`config.mk`:
```
export PLATFORM = sky130hd
export DESIGN_NAME = nand_ecc_acc
export DESIGN_NICKNAME = d
export VERILOG_FILES = /design/src/rtl/nand_ecc_acc.sv
export SDC_FILE = /design/constraint.sdc
export NUM_CORES = 1
export LEC_CHECK = 0
export BUFFER_PORTS_ARGS = -buffer_cell sky130_fd_sc_hd__buf_4
export CAP_MARGIN = 25
export CORE_ASPECT_RATIO = 2
export CORE_UTILIZATION = 40
export CTS_CLUSTER_SIZE = 10
export DETAILED_ROUTE_END_ITERATION = 6
export GPL_TIMING_DRIVEN = 0
export HOLD_SLACK_MARGIN = 0.1
export PLACE_DENSITY = 0.73
export SYNTH_ARGS = -nofsm -noshare
export SYNTH_HDL_FRONTEND = slang
export SYNTH_SLANG_ARGS = --single-unit
```
`constraint.sdc`:
```
create_clock -name clk -period 2.04 [get_ports clk]
set_input_delay 0 -clock clk [delete_from_list [all_inputs] [get_ports clk]]
set_output_delay 0 -clock clk [all_outputs]
set_load 0.01 [all_outputs]
```
`src/rtl/nand_ecc_acc.sv`:
```
module nand_ecc_acc #(
  parameter int MAIN_BEATS  = 512,
  parameter int SPARE_BEATS = 16
) (
  input  logic        clk,
  input  logic        rst_n,
  input  logic        ctrl_wr_i,
  input  logic [7:0]  ctrl_wdata_i,
  input  logic        bus16_i,
  input  logic        beat_vld_i,
  input  logic [15:0] beat_data_i,
  output logic [31:0] main0_o,
  output logic [31:0] main1_o,
  output logic [31:0] spare_o
);
  localparam int MIDX = $clog2(MAIN_BEATS);
  localparam int SIDX = $clog2(SPARE_BEATS);
  localparam int COLW = 6;
  localparam int MLW  = 2 * MIDX;
  localparam int SLW  = 2 * SIDX;
  localparam int INIT_BIT  = 4;
  localparam int MLOCK_BIT = 5;
  localparam int SLOCK_BIT = 6;

  function automatic logic [COLW-1:0] col_par(input logic [7:0] d);
    logic [COLW-1:0] r;
    r = '0;
    for (int j = 0; j < 3; j++)
      for (int i = 0; i < 8; i++)
        if (((i >> j) & 1) == 1) r[2*j+1] = r[2*j+1] ^ d[i];
        else                     r[2*j]   = r[2*j]   ^ d[i];
    return r;
  endfunction

  function automatic logic [31:0] line_mask(input logic [31:0] idx, input int n);
    logic [31:0] r;
    r = '0;
    for (int k = 0; k < 16; k++)
      if (k < n) r[2*k + int'(idx[k])] = 1'b1;
    return r;
  endfunction

  logic            main_lk, spare_lk;
  logic [MIDX-1:0] main_cnt;
  logic [SIDX-1:0] spare_cnt;
  logic            init, main_upd, spare_upd;
  logic [31:0]     mmask, smask;
  logic [31:0]     m_vec [2];
  logic [15:0]     s_vec [2];
  logic            unused_ctrl;

  assign init      = ctrl_wr_i & ctrl_wdata_i[INIT_BIT];
  assign main_upd  = beat_vld_i & ~main_lk  & ~init;
  assign spare_upd = beat_vld_i & ~spare_lk & ~init;
  assign mmask     = line_mask(32'(main_cnt), MIDX);
  assign smask     = line_mask(32'(spare_cnt), SIDX);
  assign unused_ctrl = ^{ctrl_wdata_i[7], ctrl_wdata_i[3:0]};

  always_ff @(posedge clk or negedge rst_n) begin
    if (!rst_n) begin
      main_lk   <= 1'b1;
      spare_lk  <= 1'b1;
      main_cnt  <= '0;
      spare_cnt <= '0;
    end else begin
      if (ctrl_wr_i) begin
        main_lk  <= ctrl_wdata_i[MLOCK_BIT];
        spare_lk <= ctrl_wdata_i[SLOCK_BIT];
      end
      if (init) begin
        main_cnt  <= '0;
        spare_cnt <= '0;
      end else begin
        if (main_upd)  main_cnt  <= main_cnt + 1'b1;
        if (spare_upd) spare_cnt <= spare_cnt + 1'b1;
      end
    end
  end

  for (genvar l = 0; l < 2; l++) begin : g_lane
    logic [7:0]      d;
    logic            act, rp;
    logic [COLW-1:0] mcol, scol;
    logic [MLW-1:0]  mline;
    logic [SLW-1:0]  sline;

    assign d   = beat_data_i[8*l +: 8];
    assign act = (l == 0) || bus16_i;
    assign rp  = ^d;

    always_ff @(posedge clk or negedge rst_n) begin
      if (!rst_n) begin
        mcol <= '0; mline <= '0; scol <= '0; sline <= '0;
      end else if (init) begin
        mcol <= '0; mline <= '0; scol <= '0; sline <= '0;
      end else begin
        if (main_upd && act) begin
          mcol  <= mcol ^ col_par(d);
          mline <= mline ^ (mmask[MLW-1:0] & {MLW{rp}});
        end
        if (spare_upd && act) begin
          scol  <= scol ^ col_par(d);
          sline <= sline ^ (smask[SLW-1:0] & {SLW{rp}});
        end
      end
    end

    assign m_vec[l] = 32'({mline, 8'(mcol)});
    assign s_vec[l] = 16'({sline, 8'(scol)});
  end

  logic [31:0] m1, s1;
  assign m1 = bus16_i ? m_vec[1] : 32'd0;
  assign s1 = bus16_i ? 32'(s_vec[1]) : 32'd0;

  assign main0_o = {m1[15:8],  m_vec[0][15:8],  m1[7:0],   m_vec[0][7:0]};
  assign main1_o = {m1[31:24], m_vec[0][31:24], m1[23:16], m_vec[0][23:16]};
  assign spare_o = {s1[15:8],  s_vec[0][15:8],  s1[7:0],   s_vec[0][7:0]};
endmodule


```
==> results of run 1 <==
-- layout make-up --
cell class | instances | area, um^2 | area share, %
clock inverters | 6 | 113 | 1.77
clock buffers | 10 | 239 | 3.76
plain buffers | 66 | 337 | 5.30
multi-input cells | 396 | 2340 | 36.9
repair buffers | 109 | 861 | 13.5
flip-flops and latches | 91 | 2280 | 35.9
inverters | 1 | 3.75 | 0.0591
well taps | 145 | 181 | 2.85
-- kinds of logic (layout without fill, tap and decap cells) --
kind of cell,after synthesis,after routing,synth area share [%]
simple gates,177,177,21.0
compound gates,156,156,17.4
flops,91,91,46.7
buf+inv,67,192,6.82
xor+xnor,39,39,7.00
fa+ha+maj,2,2,0.513
mux,2,2,0.461
other cells,1,20,0.0768
-- through the flow --
step                      util (%)  worst slack [ps]
after global placement        49.9             -70.2
after detailed placement      50.2              -213
final                         54.0               150
after floorplan                  -               417
after CTS                     53.9              37.5
after global routing          54.0              34.5
-- where the power goes --
part	switching [mW]	internal, mW
sequential	0.244	2.08
clock	0.716	1.23
combinational	0.979	0.685
total	1.94	4.00
-- metal layers --
metal / share of wire, % / up-vias / track usage (%)
li1: - / 2143 / -
met1: 35 / 2243 / 24.5
met2: 55 / 230 / 43.9
met3: 5.6 / 47 / 3.05
met4: 5.0 / 0 / 17.9
met5: 0 / - / 0
-- final timing paths --
kind	from	endpoint	slack, ps
max	main_lk$_DFFE_PN1P_	g_lane[1].mline[8]$_DFFE_PN0P_	150
min	beat_vld_i	g_lane[0].mline[2]$_DFFE_PN0P_	110
max reg2reg	main_lk$_DFFE_PN1P_	g_lane[1].mline[8]$_DFFE_PN0P_	150
min reg2reg	g_lane[1].sline[3]$_DFFE_PN0P_	g_lane[1].sline[3]$_DFFE_PN0P_	550
max in group asynchronous	rst_n	g_lane[1].mline[13]$_DFFE_PN0P_	590
min in group asynchronous	rst_n	g_lane[0].mline[4]$_DFFE_PN0P_	210
-- state kept, by name (all words and copies together), names as in the netlist --
register	cells
g_lane.mcol	12
g_lane.sline	16
main_lk	1
main_cnt	9
g_lane.scol	12
spare_lk	1
g_lane.mline	36
spare_cnt	4
-- timing repair --
item | 4_1_cts | 5_1_grt
endpoints found under the hold margin | 94 | 0
gates cloned | 0 | 0
setup endpoints to repair | 15 | 43
hold buffers | 9 | 0
gates resized for setup | 2 | 9
-- worst max-delay path: stages (launching register included) --
cell and delay (ps):
dfstp_2 380, nor2b_2 290, nand2_1 150, clkbuf_1 280
clkbuf_2 290, o31ai_1 260, a21oi_1 90
-- layout by cell type (no fill, tap or decap) --
cell type,netlist,routed
buf_4,21,120
buf_16,0,1
clkbuf_2,0,6
clkbuf_16,0,9
and2_1,41,41
bufinv_16,0,3
and3_1,1,1
nand2b_1,2,2
nor2b_1,2,1
mux2_2,2,2
or4_1,28,28
nand4_1,4,4
xnor2_1,32,32
dlygate4sd3_1,0,9
xor2_1,7,7
or3_1,50,50
dfrtp_1,89,89
nor2b_2,0,1
o211ai_1,2,2
inv_1,1,1
buf_2,2,2
buf_1,5,5
or3b_2,1,1
nor2_1,9,9
nand2_1,39,39
clkbuf_1,38,32
conb_1,1,20
clkbuf_8,0,1
clkinvlp_4,0,3
o31ai_1,26,26
a21oi_1,78,78
o21ai_0,50,50
ha_1,2,2
dfstp_2,2,2
==> flow_summary.toml, run 1 <==
[logic_synthesis]
synth.largest_area_cell = "dfrtp_1"
yosysSeqAreaShare_pct = 46.7
synth_top_flop_cell = "dfrtp_1"
yosys.cell_types.count = 26
synthesis.area_um2 = 4880
netlist_top_cells_area = "dfrtp_1 (46%), a21oi_1 (8.0%), or3_1 (6.4%)"
avgSynthCellArea_um2 = 9.12
synthCells = 535
synth-edff-count = 0
synth_warnings = 0
ys_ff_latch = 91
synth_top_area_share_pct = 45.6
async_reset_ff_share_pct = 100
synth_most_common_cell = "dfrtp_1"
synthTopCellsByCount = "dfrtp_1 (89), a21oi_1 (78), o21ai_0 (50), or3_1 (50), and2_1 (41)"

[timing]
setup_tns_ps = 0
hold_slack_ps = 108
slew_viol_final = 0
max_freq_ghz = 0.529
rsz0062_at_grt = "false"
period_needed_ps = 1890
hold_violations = 0
clock_skew_ps = 6.44
relSlewSlack_pct = 41.1
worst_pin_slew_ps = 880
setup_viol = 0
period_share_pct = 92.7

[placement]
dpl_cell_area_um2 = 5900
hpwl_um = 10800
place_congestion = 0.829
dp_cells = 799
io_buffer_count = 99

[route]
first_pass_iters = 5
avgRoutedWirePerCell_um = 17.7
vias_per_cell = 5.66
drc = 0
postRouteAntennaNets = 0
drt-initial-drc-count = 422
vias = 4663
wirelength_um = 14600

[status]
outcome = "finished, final reports clean"

[clock_network]
cts_tree = "yes"
cts.sinks = 91
clk_transition_reported_paths_ps = 60
clockBufferDepth = 2
clk_latency_ps = 350
post_cts_buffers = 0
cts_root_buffer = "clkbuf_16"
htreeDepth = 3
numCtsBuffers = 9

[hold_path]
hp-class = "input pin to flop"
holdPathStages = 4

[global_route]
first_global_vias = 4796
grt_pass1_wl_um = 23100
grt_max_degree = 73
antenna_found_initial = 0
track_usage_pct = 24.1
overflow = 0

[worst_setup_path]
endpoint_kind = "flop"
worst_ep_required_time_ps = 2250
crit_type = "flop to flop"
worst-endpoint-arrival_ps = 2100
cp_max_fo = 10
reg2regPathDepth = 6
crit_path_start_kind = "flop"

[layout]
fill_cells = 1104
finalNonFillerCells = 824
fin_area_um2 = 6360
syn_to_final_growth_pct = 30.2
fin_nets = 705
drive_gt1_share_pct = 22.2
diodes = 0

[power_and_ir_drop]
p_total_mw = 5.94
leakage_nw = 2.80
power_density_nw_per_um2 = 934
ir_drop_mv = 0.617

[floorplan]
start_util_pct = 41.5
dieArea_um2 = 12700
rows = 56
ios = 125
die_h_um = 158
core_area_um2 = 11800
die_w_um = 80.1

[run]
drv_cap = 0
No activity file was read; power rests on OpenSTA's default activity.
==> inputs of run 2 (changes only) <==
--- a/config.mk
+++ b/config.mk
@@ -5,6 +5,7 @@
 export SDC_FILE = /design/constraint.sdc
 export NUM_CORES = 1
 export LEC_CHECK = 0
+export ABC_AREA = 1
 export BUFFER_PORTS_ARGS = -buffer_cell sky130_fd_sc_hd__buf_4
 export CAP_MARGIN = 25
 export CORE_ASPECT_RATIO = 2
@@ -13,7 +14,7 @@
 export DETAILED_ROUTE_END_ITERATION = 6
 export GPL_TIMING_DRIVEN = 0
 export HOLD_SLACK_MARGIN = 0.1
-export PLACE_DENSITY = 0.73
+export PLACE_DENSITY = 0.71
 export SYNTH_ARGS = -nofsm -noshare
 export SYNTH_HDL_FRONTEND = slang
 export SYNTH_SLANG_ARGS = --single-unit
==> run 2 against run 1 <==
Compared with the run above: highest routed layer unchanged; register-to-register slack gained 220 ps; area after synthesis rose by 28%; critical path type unchanged; core utilization shrank 3.8 points.
==> flow_summary.toml, run 2 <==
[power_and_ir_drop]
ir_drop_mv = 0.474
leakage_nw = 4.53
p_total_mw = 5.96
power_density_nw_per_um2 = 776

[route]
drt-initial-drc-count = 323
avgRoutedWirePerCell_um = 13.6
drc = 0
wirelength_um = 17300
postRouteAntennaNets = 0
vias_per_cell = 4.80
vias = 6134
first_pass_iters = 5

[worst_setup_path]
r2r_setup_slack_ps = 370
endpoint_kind = "flop"
crit_path_start_kind = "flop"
r2r_start = "spare_lk$_DFFE_PN1P_"
reg2regPathDepth = 7
critical_path.cell_chain = "inv_1 > nand2_1 > clkbuf_1 > nor2_1 > nand3_1 > o21ai_0 > a21oi_1"
worst_ep_required_time_ps = 2320
r2r-end = "spare_cnt[3]$_DFFE_PN0P_"
crit_type = "flop to flop"
worst-endpoint-arrival_ps = 1960
max_stage_delay_ps = 520
slowest_stage = "dfstp_2"
cp_max_fo = 10

[floorplan]
ios = 125
start_util_pct = 40.8
die_h_um = 179
dieArea_um2 = 16100
core_area_um2 = 15300
rows = 64
die_w_um = 90.3

[status]
outcome = "finished, final reports clean"

[timing]
period_needed_ps = 1670
clock_skew_ps = 12.1
fin_ws_ps = 366
hold_slack_ps = 97.8
setup_tns_ps = 0
period_share_pct = 82.1
rsz0062_at_grt = "false"
relSlewSlack_pct = 51.8
slew_viol_final = 0
max_freq_ghz = 0.597
setup_viol = 0
worst_pin_slew_ps = 722
hold_violations = 0

[global_route]
overflow = 0
grt_max_degree = 52
track_usage_pct = 22.2
antenna_found_initial = 0
grt_pass1_wl_um = 28100
first_global_vias = 5876

[layout]
diodes = 0
syn_to_final_growth_pct = 23.0
largest_register_ffs = 36
finalNonFillerCells = 1277
regMostFlops = "g_lane.mline"
final_common_cell = "nand2_1"
fin_area_um2 = 7670
final_cell_mix = "nand2_1 (241), inv_1 (175), nor2_1 (135)"
reg_top3 = "g_lane.mline: 36 flops, g_lane.sline: 16 flops"
fin_nets = 1105
final_util_pct = 50.1
drive_gt1_share_pct = 19.4

[placement]
place_congestion = 0.851
dpl_cell_area_um2 = 7320
hpwl_um = 13300
io_buffer_count = 99
dp_slack_ps = 387
dp_cells = 1257

[clock_network]
cts_tree = "yes"
post_cts_buffers = 0
clk_latency_ps = 360
cts_root_buffer = "clkbuf_16"
cts.sinks = 91
htreeDepth = 3
clk_transition_reported_paths_ps = 70
clockBufferDepth = 2
numCtsBuffers = 9

[logic_synthesis]
synth_most_common_cell = "nand2_1"
synth_top_area_share_pct = 35.7
synthTopCellsByCount = "nand2_1 (241), inv_1 (175), nor2_1 (135)"
netlist_top_cells_area = "dfrtp_1 (36%), nand2_1 (15%), inv_1 (11%)"
synth-edff-count = 0
avgSynthCellArea_um2 = 6.63
synth_warnings = 0
synth.largest_area_cell = "dfrtp_1"
ys_ff_latch = 91
yosys.cell_types.count = 34
synthesis.area_um2 = 6230
synthCells = 940
yosysSeqAreaShare_pct = 36.6
async_reset_ff_share_pct = 100
synth_top_flop_cell = "dfrtp_1"

[hold_path]
holdPathStages = 5
hold-path-endpoint = "g_lane[0].mcol[3]$_DFFE_PN0P_"
worstHoldStart = "beat_vld_i"
hp-class = "input pin to flop"

[run]
drv_cap = 0
-- run 2: worst max-delay path by stage --
stage,depth (start not counted),endpoint,from
finish,7,spare_cnt[3]$_DFFE_PN0P_,spare_lk$_DFFE_PN1P_
global route,7,spare_cnt[3]$_DFFE_PN0P_,spare_lk$_DFFE_PN1P_
CTS,8,g_lane[0].mline[15]$_DFFE_PN0P_,main_lk$_DFFE_PN1P_
detailed placement,8,g_lane[0].mline[15]$_DFFE_PN0P_,main_lk$_DFFE_PN1P_
global placement,6,main_cnt[7]$_DFFE_PN0P_,main_lk$_DFFE_PN1P_
floorplan,8,main_cnt[8]$_DFFE_PN0P_,main_cnt[0]$_DFFE_PN0P_
-- run 2: kinds of logic (layout without fill, tap and decap cells) --
kind of cell	after synthesis	after routing	share of synthesized area [%]
adder cells (fa/ha/maj)	2	2	0.401
AND/OR/NAND/NOR	529	529	38.2
other	1	20	0.0601
flip-flops	91	91	36.6
AO/OA/AOI/OAI	45	45	3.77
XOR/XNOR	15	15	2.11
buffers and inverters	257	377	18.9
-- run 2: worst max-delay path: cells and delay by family, from the launching register on --
| family | cells | cell delay [ps] |
|---|---|---|
| flops | 1 | 520 |
| compound gates | 2 | 230 |
| simple gates | 3 | 410 |
| buf+inv | 2 | 430 |
-- run 2: what timing repair did --
action                                 4_1_cts  5_1_grt
endpoints found under the hold margin       50        0
gates resized for setup                      0        0
hold buffers                                 4        0
-- run 2: final cells by class --
| class | count | area, um^2 |
|---|---|---|
| multi-input cells | 611 | 2850 |
| fillers | 1586 | 7620 |
| clock buffers | 11 | 243 |
| well taps | 198 | 248 |
| inverters | 196 | 738 |
| plain buffers | 61 | 438 |
| flip-flops and latches | 91 | 2280 |
| repair buffers | 104 | 811 |
| clock inverters | 5 | 62.6 |
-- run 2: where the power goes --
group / internal, mW / switching [mW]
Clock: 0.991 / 0.759
Sequential: 2.09 / 0.266
Combinational: 0.773 / 1.08
Total: 3.85 / 2.10
-- run 2: per-layer routing --
metal / wire length, um / vias to the layer above / share of wire (%) / GRT usage, %
met2: 9820 / 163 / 57 / 43.9
li1: - / 3076 / - / -
met5: 0 / - / 0 / 0
met1: 6160 / 2850 / 36 / 21.9
met4: 738 / 0 / 4.3 / 12.6
met3: 593 / 45 / 3.4 / 2.77
==> inputs of run 3 (changes only) <==
--- a/config.mk
+++ b/config.mk
@@ -5,7 +5,7 @@
 export SDC_FILE = /design/constraint.sdc
 export NUM_CORES = 1
 export LEC_CHECK = 0
-export ABC_AREA = 1
+export ABC_AREA = 0
 export BUFFER_PORTS_ARGS = -buffer_cell sky130_fd_sc_hd__buf_4
 export CAP_MARGIN = 25
 export CORE_ASPECT_RATIO = 2
@@ -14,7 +14,7 @@
 export DETAILED_ROUTE_END_ITERATION = 6
 export GPL_TIMING_DRIVEN = 0
 export HOLD_SLACK_MARGIN = 0.1
-export PLACE_DENSITY = 0.71
+export PLACE_DENSITY = 0.73
 export SYNTH_ARGS = -nofsm -noshare
 export SYNTH_HDL_FRONTEND = slang
 export SYNTH_SLANG_ARGS = --single-unit
==> constraint.sdc (replaced) <==
create_clock -name clk -period 1.8 [get_ports clk]
set_input_delay 0 -clock clk [delete_from_list [all_inputs] [get_ports clk]]
set_output_delay 0 -clock clk [all_outputs]
set_load 0.01 [all_outputs]
==> run 3 against run 2 <==
Compared with the run above: cell area down 17%; worst hold slack better by 8.1 ps; sequential share of layout area increased by 6.1 points; first-iteration DRC count increased by 20%; via count shrank 25%; non-clock buffer count rose by 4; fmax fell by 0.59%; highest routed layer unchanged; combinational power up 2%; core utilization up 3.9 points.
==> flow_summary.toml, run 3 (synthesis gave the netlist of run 1 again) <==
[status]
outcome = "finished, final reports clean"

[route]
wirelength_um = 14500
first_pass_iters = 5
avgRoutedWirePerCell_um = 17.7
postRouteAntennaNets = 0
vias_per_cell = 5.59
drt-initial-drc-count = 386
vias = 4575
drc = 0

[worst_setup_path]
worst-endpoint-arrival_ps = 1890
endpoint_kind = "flop"
crit_path_start_kind = "flop"
worst_ep_required_time_ps = 2010
cp_max_fo = 10
crit_type = "flop to flop"

[power_and_ir_drop]
switchingPower_mw = 2.20
combPwrFrac_pct = 28.1
power_density_nw_per_um2 = 1060
power.internal_mw = 4.54
leakage_nw = 2.82
ir_drop_mv = 0.701
clock_power_share_pct = 32.7
sw_frac_of_total_pct = 32.7
seqPwrFrac_pct = 39.2

[clock_network]
cts.sinks = 91
cts_root_buffer = "clkbuf_16"
htreeDepth = 3
numCtsBuffers = 9
clk_transition_reported_paths_ps = 60
clockBufferDepth = 2
post_cts_buffers = 0
clk_latency_ps = 350
cts_tree = "yes"

[timing]
slew_viol_final = 0
setup_tns_ps = 0
period_share_pct = 93.5
clock_skew_ps = 6.66
worst_pin_slew_ps = 873
max_freq_ghz = 0.594
rsz0062_at_grt = "false"
hold_violations = 0
period_needed_ps = 1680
hold_slack_ps = 106
setup_viol = 0
relSlewSlack_pct = 41.6

[floorplan]
dieArea_um2 = 12700
die_w_um = 80.1
start_util_pct = 41.5
ios = 125
rows = 56
die_h_um = 158
core_area_um2 = 11800

[global_route]
first_global_vias = 4794
met1_usage_pct = 24.6
overflow = 0
use_met3_pct = 2.94
grt_max_degree = 73
track_usage_pct = 24.2
busiest_layer = "met2"
grt_pass1_wl_um = 23100
antenna_found_initial = 0
grt_use_met2_pct = 44.7

[layout]
fin_nets = 699
regMostFlops = "g_lane.mline"
reg_top3 = "g_lane.mline: 36 flops, g_lane.sline: 16 flops"
final_common_cell = "buf_4"
final_util_pct = 54.1
finalNonFillerCells = 818
diodes = 0
final_cell_mix = "buf_4 (120), dfrtp_1 (88), a21oi_1 (78)"
fill_cells = 1107
syn_to_final_growth_pct = 30.4
largest_register_ffs = 36
drive_gt1_share_pct = 23.6

[placement]
io_buffer_count = 99
place_congestion = 0.829
hpwl_um = 10800
dp_cells = 799

[hold_path]
hp-class = "input pin to flop"

[run]
drv_cap = 0
[run 3: critical path, cell delays in order (launching register included)]
cell,delay [ps]
dfstp_2,390
nor2b_4,200
nand2_1,120
clkbuf_2,220
clkbuf_2,260
o31ai_1,250
a21oi_1,100
[run 3: layer usage]
metal	part of all wire (%)	vias to the layer above
li1	-	2126
met1	36	2233
met2	55	166
met3	4.5	50
met4	5.0	0
met5	0	-
[run 3: through the flow]
| step | area [um^2] | setup slack [ps] | total power [mW] |
|---|---|---|---|
| 2_1_floorplan | 4950 | 177 | 3.62 |
| 3_3_place_gp | 5880 | -310 | 4.42 |
| 3_5_place_dp | 5900 | -453 | 4.52 |
| 4_1_cts | 6350 | 33.7 | 6.73 |
| 5_1_grt | 6370 | 2.93 | 7.06 |
| 6_report | 6370 | 116 | 6.74 |
[run 3: path summary, 6_finish.rpt]
kind / startpoint / end / slack (ps) / cells after the start
hold / removal: beat_vld_i / g_lane[0].mline[2]$_DFFE_PN0P_ / 110 / 4
setup / recovery: main_lk$_DFFE_PN1P_ / g_lane[1].mline[4]$_DFFE_PN0P_ / 120 / 6
hold reg to reg: g_lane[1].mline[11]$_DFFE_PN0P_ / g_lane[1].mline[11]$_DFFE_PN0P_ / 550 / 2
min in group asynchronous: rst_n / g_lane[0].mline[4]$_DFFE_PN0P_ / 210 / 3
setup reg to reg: main_lk$_DFFE_PN1P_ / g_lane[1].mline[4]$_DFFE_PN0P_ / 120 / 6
max in group asynchronous: rst_n / g_lane[1].mline[13]$_DFFE_PN0P_ / 360 / 3
[run 3: final cells by class]
class,count,area [um^2],area share (%)
sequential,91,2280,35.8
tap,145,181,2.85
timing repair buffer,109,861,13.5
inverter,1,3.75,0.0590
clock inverter,6,113,1.77
buffer,60,324,5.09
multi-input combinational,396,2360,37.1
clock buffer,10,239,3.75
[run 3: power by group through the flow]
stage / Clock (mW) / Combinational (mW) / Sequential (mW)
2_1_floorplan: 0 / 0.973 / 2.65
5_1_grt: 2.31 / 2.07 / 2.68
6_report: 2.21 / 1.89 / 2.64
3_5_place_dp: 0 / 1.86 / 2.66
4_1_cts: 2.22 / 1.89 / 2.63
3_3_place_gp: 0 / 1.78 / 2.64
[run 3: what timing repair did]
item                                    in CTS  in global routing
endpoints found under the setup margin      56                 47
hold buffers                                 9                  0
pin swaps                                    0                  0
resized for setup                            9                 13
endpoints found under the hold margin       94                  0
